--- config.mk ---
export PLATFORM = sky130hd
export DESIGN_NAME = mem_window_bar
export DESIGN_NICKNAME = d
export VERILOG_FILES = /design/src/rtl/bar_pkg.sv /design/src/rtl/bar_base_lo.sv /design/src/rtl/bar_base_hi.sv /design/src/rtl/bar_window_decode.sv /design/src/rtl/mem_window_bar.sv
export SDC_FILE = /design/constraint.sdc
export NUM_CORES = 1
export LEC_CHECK = 0
export BUFFER_PORTS_ARGS = -buffer_cell sky130_fd_sc_hd__buf_2
export CAP_MARGIN = 20
export CORE_MARGIN = 1
export CORE_UTILIZATION = 38
export CTS_CLUSTER_DIAMETER = 60
export DETAILED_ROUTE_END_ITERATION = 6
export PLACE_DENSITY = 0.76
export SLEW_MARGIN = 10
export SYNTH_ARGS = -nofsm -noshare
export SYNTH_HDL_FRONTEND = slang
export SYNTH_SLANG_ARGS = --single-unit
--- constraint.sdc ---
create_clock -name clk -period 1.39 [get_ports clk]
set_clock_uncertainty 0.05 [all_clocks]
set_input_delay 0.139 -clock clk [delete_from_list [all_inputs] [get_ports clk]]
set_output_delay 0.139 -clock clk [all_outputs]
set_load 0.03 [all_outputs]
--- src/rtl/bar_pkg.sv ---
// Package: shared helpers for the memory window base register.
// Assumes window sizes are powers of two given as a log2 value.
package bar_pkg;
    localparam int DWORD_W = 32;

    // Read-only attribute nibble: bit0 memory space, bits2:1 type, bit3 prefetch.
    function automatic logic [3:0] attr_nibble(input bit is64, input bit pf);
        return {pf, is64, 1'b0, 1'b0};
    endfunction

    // Mask with ones at and above the window size bit.
    function automatic logic [63:0] size_mask(input int log2);
        return ~((64'd1 << log2) - 64'd1);
    endfunction
endpackage

--- src/rtl/bar_base_lo.sv ---
// Low dword of the base register. Holds base bits [31:4] above the window
// size, arms decode on its first write, and forms the low read word.
// Assumes 4 <= SIZE_LOG2 <= 31.
module bar_base_lo
    import bar_pkg::*;
#(
    parameter int SIZE_LOG2 = 12,
    parameter bit IS_64     = 1'b0,
    parameter bit PREFETCH  = 1'b0
) (
    input  logic                 clk,
    input  logic                 rst_n,
    input  logic                 wr_en,
    input  logic [DWORD_W-1:0]   wdata,
    output logic [DWORD_W-1:0]   base_lo,
    output logic                 armed,
    output logic [DWORD_W-1:0]   rd_word
);
    localparam logic [63:0]        FULL_MASK = size_mask(SIZE_LOG2);
    localparam logic [DWORD_W-1:0] WR_MASK   = FULL_MASK[DWORD_W-1:0] & 32'hFFFF_FFF0;
    localparam logic [3:0]         ATTR      = attr_nibble(IS_64, PREFETCH);

    logic [DWORD_W-1:0] base_q;
    logic               armed_q;

    // Capture writable base bits and arm the window on any low write.
    always_ff @(posedge clk) begin
        if (!rst_n) begin
            base_q  <= '0;
            armed_q <= 1'b0;
        end else if (wr_en) begin
            base_q  <= wdata & WR_MASK;
            armed_q <= 1'b1;
        end
    end

    assign base_lo = base_q;
    assign armed   = armed_q;
    assign rd_word = base_q | {{(DWORD_W-4){1'b0}}, ATTR};
endmodule

--- src/rtl/bar_base_hi.sv ---
// Upper dword of a 64-bit base register. Every bit is writable.
// Assumes it is instantiated only in the 64-bit form.
module bar_base_hi
    import bar_pkg::*;
(
    input  logic               clk,
    input  logic               rst_n,
    input  logic               wr_en,
    input  logic [DWORD_W-1:0] wdata,
    output logic [DWORD_W-1:0] base_hi
);
    logic [DWORD_W-1:0] hi_q;

    // Replace the whole upper dword on each write.
    always_ff @(posedge clk) begin
        if (!rst_n)     hi_q <= '0;
        else if (wr_en) hi_q <= wdata;
    end

    assign base_hi = hi_q;
endmodule

--- src/rtl/bar_window_decode.sv ---
// Address decoder: compares the address, cleared below the window size,
// with the stored base. Assumes the base has no bits below SIZE_LOG2.
module bar_window_decode
    import bar_pkg::*;
#(
    parameter int ADDR_W    = 32,
    parameter int SIZE_LOG2 = 12
) (
    input  logic [ADDR_W-1:0] base,
    input  logic              armed,
    input  logic              mem_en,
    input  logic [ADDR_W-1:0] addr,
    output logic              hit
);
    localparam logic [63:0]       FULL_MASK = size_mask(SIZE_LOG2);
    localparam logic [ADDR_W-1:0] ADDR_MASK = FULL_MASK[ADDR_W-1:0];

    // Combinational window match gated by enable and arming.
    always_comb begin
        hit = mem_en && armed && ((addr & ADDR_MASK) == base);
    end
endmodule

--- src/rtl/mem_window_bar.sv ---
// Top: probeable base address register for one memory window, 32-bit or
// 64-bit form. Config reads are combinational. Decode has no latency.
// Assumes 4 <= SIZE_LOG2 <= 31 and one register select bit.
module mem_window_bar
    import bar_pkg::*;
#(
    parameter int SIZE_LOG2 = 12,
    parameter bit IS_64     = 1'b0,
    parameter bit PREFETCH  = 1'b0,
    localparam int ADDR_W   = IS_64 ? 64 : 32
) (
    input  logic               clk,
    input  logic               rst_n,
    input  logic               cfg_reg,
    input  logic               cfg_we,
    input  logic [31:0]        cfg_wdata,
    output logic [31:0]        cfg_rdata,
    input  logic               mem_en,
    input  logic [ADDR_W-1:0]  bus_addr,
    output logic               hit
);
    localparam logic [63:0] PROBE_FULL = size_mask(SIZE_LOG2);

    logic               wr_lo, wr_hi, armed;
    logic [31:0]        lo_base, lo_word, hi_word;
    logic [ADDR_W-1:0]  base_full;

    assign wr_lo = cfg_we && !cfg_reg;
    assign wr_hi = cfg_we &&  cfg_reg;

    bar_base_lo #(
        .SIZE_LOG2 (SIZE_LOG2),
        .IS_64     (IS_64),
        .PREFETCH  (PREFETCH)
    ) u_lo (
        .clk     (clk),
        .rst_n   (rst_n),
        .wr_en   (wr_lo),
        .wdata   (cfg_wdata),
        .base_lo (lo_base),
        .armed   (armed),
        .rd_word (lo_word)
    );

    if (IS_64) begin : g_wide
        bar_base_hi u_hi (
            .clk     (clk),
            .rst_n   (rst_n),
            .wr_en   (wr_hi),
            .wdata   (cfg_wdata),
            .base_hi (hi_word)
        );
        assign base_full = {hi_word, lo_base};

        // the upper dword reads back exactly what was written.
        a_r5_hi_exact: assert property (@(posedge clk) disable iff (!rst_n)
            wr_hi |=> (hi_word == $past(cfg_wdata)));
    end else begin : g_narrow
        assign hi_word   = '0;
        assign base_full = lo_base;
    end

    // Select the read word of the addressed register.
    always_comb begin
        cfg_rdata = cfg_reg ? hi_word : lo_word;
    end

    bar_window_decode #(
        .ADDR_W    (ADDR_W),
        .SIZE_LOG2 (SIZE_LOG2)
    ) u_dec (
        .base   (base_full),
        .armed  (armed),
        .mem_en (mem_en),
        .addr   (bus_addr),
        .hit    (hit)
    );

    // no decode in the cycle that follows reset.
    a_r1_quiet_after_reset: assert property (@(posedge clk) disable iff (!rst_n)
        $past(!rst_n) |-> !hit);

    // an all-ones probe reads back as the size mask.
    a_r2_probe_mask: assert property (@(posedge clk) disable iff (!rst_n)
        (wr_lo && cfg_wdata == 32'hFFFF_FFFF) |=>
        (lo_word[31:4] == PROBE_FULL[31:4]));

    // writes leave the attribute nibble untouched.
    a_r4_attr_hold: assert property (@(posedge clk) disable iff (!rst_n)
        wr_lo |=> (lo_word[3:0] == $past(lo_word[3:0])));

    // decode disabled means no hit.
    a_r7_enable_gate: assert property (@(posedge clk) disable iff (!rst_n)
        !mem_en |-> !hit);
endmodule

==> impl_results.md <==
* Total GRT Usage at 17.1%
* Slew Limit Fails at 0
* Clk buf depth at 2
* TritonCTS clock tree: yes
* CP arrival at 1.73 ns
* DRC at 0
* Max-cap violation count at 0
* Fin crit share at 138%
* Die Height at just under 60 microns
* HPWL after DPL at 2.18 mm
* Fillers at 319
* Combinational Power Share at 26.2%
* Clk pin slew, worst setup/hold paths at 0.11 ns
* Pwr dens at around 750 nW/um^2
* Number of endpoints failing setup at the final stage at 1
* Setup WS pre-CTS at -0.270 ns
* Area growth syn-to-layout at 38.3%
* Drt initial violations at 43
* Final cell count without fillers at 272
* Mapped Cells at 152
* Routed len/inst at 10.2 microns
* Switching power at 380 uW
* Grt ovf at 0
* Area of the multi-input gates at 727 sq um
* Status: finished with violations
* Die area at 3430 sq um
* Clk pwr share at 22.5%
* Starting Density at approximately two fifths
* Pleak at between 0.0008 and 0.0009 uW
* GP Congestion at 0.757
* Failing checks: negative setup slack
* Antenna-violating nets left at 0
* VDD IR max at 375 uV
* First-pass GRT wire length at between 4 and 5 mm
* Vias per inst at 4.28
* Core area at 3050 sq um
* Largest net degree at the start of global routing at 22
* RSZ-0062 raised after global routing: yes
* Setup ws final at -0.527 ns
* TritonCTS Sinks at 21
* CTS H-tree lvls at 1
* CTS Hold Bufs at 0
* Req. time, crit path at 1.20 ns
* Syn. warnings at 0
* CTS Buf Count at 3
* Vias in the first global route at between 1000 and 1500
* Initial antenna violation count at 0
* Post-synthesis sequential area ratio at 34.5%
* Int Power at 890 uW
* Min-delay worst type: in -> reg
* Fmax at 522 MHz
* Sum Neg Setup Slack at -0.527 ns
* I/O pins at ~100
* Row Count at 20
* Hold Vio Cnt, Final at 0
* Sequential Power Share at between 50 and 60%
* CP max FO at 2
* Synth cell types at 15
* Clk_lat worst skew at roughly 0.29 ns
* Sw frac at 29.9%
* Final WL at 2.77 mm
* Mapped cell area at 1220 sq um
* Critical Path End Type: primary output
* Tmin final at 1.92 ns
* Post-CTS Setup Inserts at 0
* Die Width at 58.6 microns
* FF+latch count, synth at 21
* Port buffer count at 65
* TritonRoute pass-1 iters at 4
* Share of cells above drive strength 1 at 39.0%
* Placed Cells at 268
* Routed vias at 1164
* Setup crit start kind: flop
* Crit Path Class: reg -> out
* Number of diodes at 0
* Nets at 298
* Syn avg cell area at roughly 8 sq um
* Reg area at 424 sq um
* CTS root buf: clkbuf_4
## power groups by stage
stage | clock network (uW) | registers (uW) | logic, uW
after global routing | 334 | 657 | 367
after detailed placement | 0 | 665 | 336
final | 286 | 651 | 333
after global placement | 0 | 663 | 334
after floorplan | 0 | 662 | 227
after CTS | 297 | 651 | 337
## path summary, 6_finish.rpt
path	startpoint	to	slack (ns)	cells past startpoint
setup / recovery	u_lo.base_lo[31]	hit	-0.53	5
hold / removal	cfg_wdata[31]	u_lo.base_lo[31]	0.01	3
setup reg to reg	u_lo.base_lo[21]	u_lo.base_lo[21]	0.62	3
hold reg to reg	u_lo.armed	u_lo.armed	0.43	1
## final cells by class
cell class	count	share of cell area (%)
sequential	21	25.2
clock buffer	4	1.56
multi-input combinational	122	43.2
timing repair buffer	81	26.8
tap	44	3.27
## routing by layer
metal | vias to the layer above | track usage (%) | routed length, microns
met5 | - | 0 | 0
met4 | 0 | 5.44 | 15
met3 | 4 | 2.20 | 179
met2 | 43 | 31.7 | 1400
met1 | 505 | 20.3 | 1180
li1 | 612 | - | -
## cells in the mapped netlist (all sizes together)
master  instances  share of area [%]
clkbuf          8                2.5
nand2b          1               0.51
dfxtp          21                 35
xnor2          12                8.6
o21a            1               0.62
conb            1               0.31
nor4            3                2.1
nand4           4                2.1
buf            12                7.4
nor2b          21                 11
xor2            8                5.8
a21boi         20                 12
nand2          40                 12
## flip-flops by register name, summed over array words and instances, names as in the netlist
| name | cells |
|---|---|
| u_lo.base_lo | 20 |
| u_lo.armed | 1 |
## metrics by stage
stage | instance area (sq um) | total power [uW] | hold slack (ns) | utilization, %
floorplan | 1270 | 889 | 0.216 | -
global placement | 1650 | 997 | 0.328 | 54.1
detailed placement | 1650 | 1000 | 0.333 | 54.1
CTS | 1680 | 1290 | 0.0107 | 55.0
global route | 1680 | 1360 | 0.00994 | 55.2
finish | 1680 | 1270 | 0.00962 | 55.2
## cells by family after synthesis
family | after synthesis | synth area share (%)
xor gates and xnor gates | 20 | 14.4
other | 1 | 0.308
DFF | 21 | 34.5
AOI/OAI and AO/OA | 21 | 12.9
buffers and inverters | 20 | 9.87
and+or+nand+nor | 69 | 28.0
## cells in the final DEF (no fill, tap or decap)
cell / n
buf_2: 64
nand2_1: 40
nor2b_1: 20
a21boi_1: 20
dfxtp_1: 18
buf_4: 16
xnor2_1: 12
conb_1: 12
xor2_1: 8
nand4_1: 4
clkbuf_4: 3
dfxtp_2: 3
nor4_1: 2
nor2b_2: 1
nor4_4: 1
nand2b_1: 1
o21a_1: 1
clkbuf_1: 1
buf_6: 1
## worst max-delay path: stages, from the launching register on
cell	delay, ns
dfxtp_2	0.34
xor2_1	0.13
nor4_1	0.27
nand4_1	0.18
nor4_4	0.33
buf_6	0.17
## what timing repair did
| action | in CTS | in global routing |
|---|---|---|
| endpoints found under the setup margin | 1 | 1 |
| hold endpoints to repair | 0 | 0 |
| gates resized for setup | 1 | 2 |
| pin swaps | 0 | 3 |
Power figures use the tool's default switching activity.
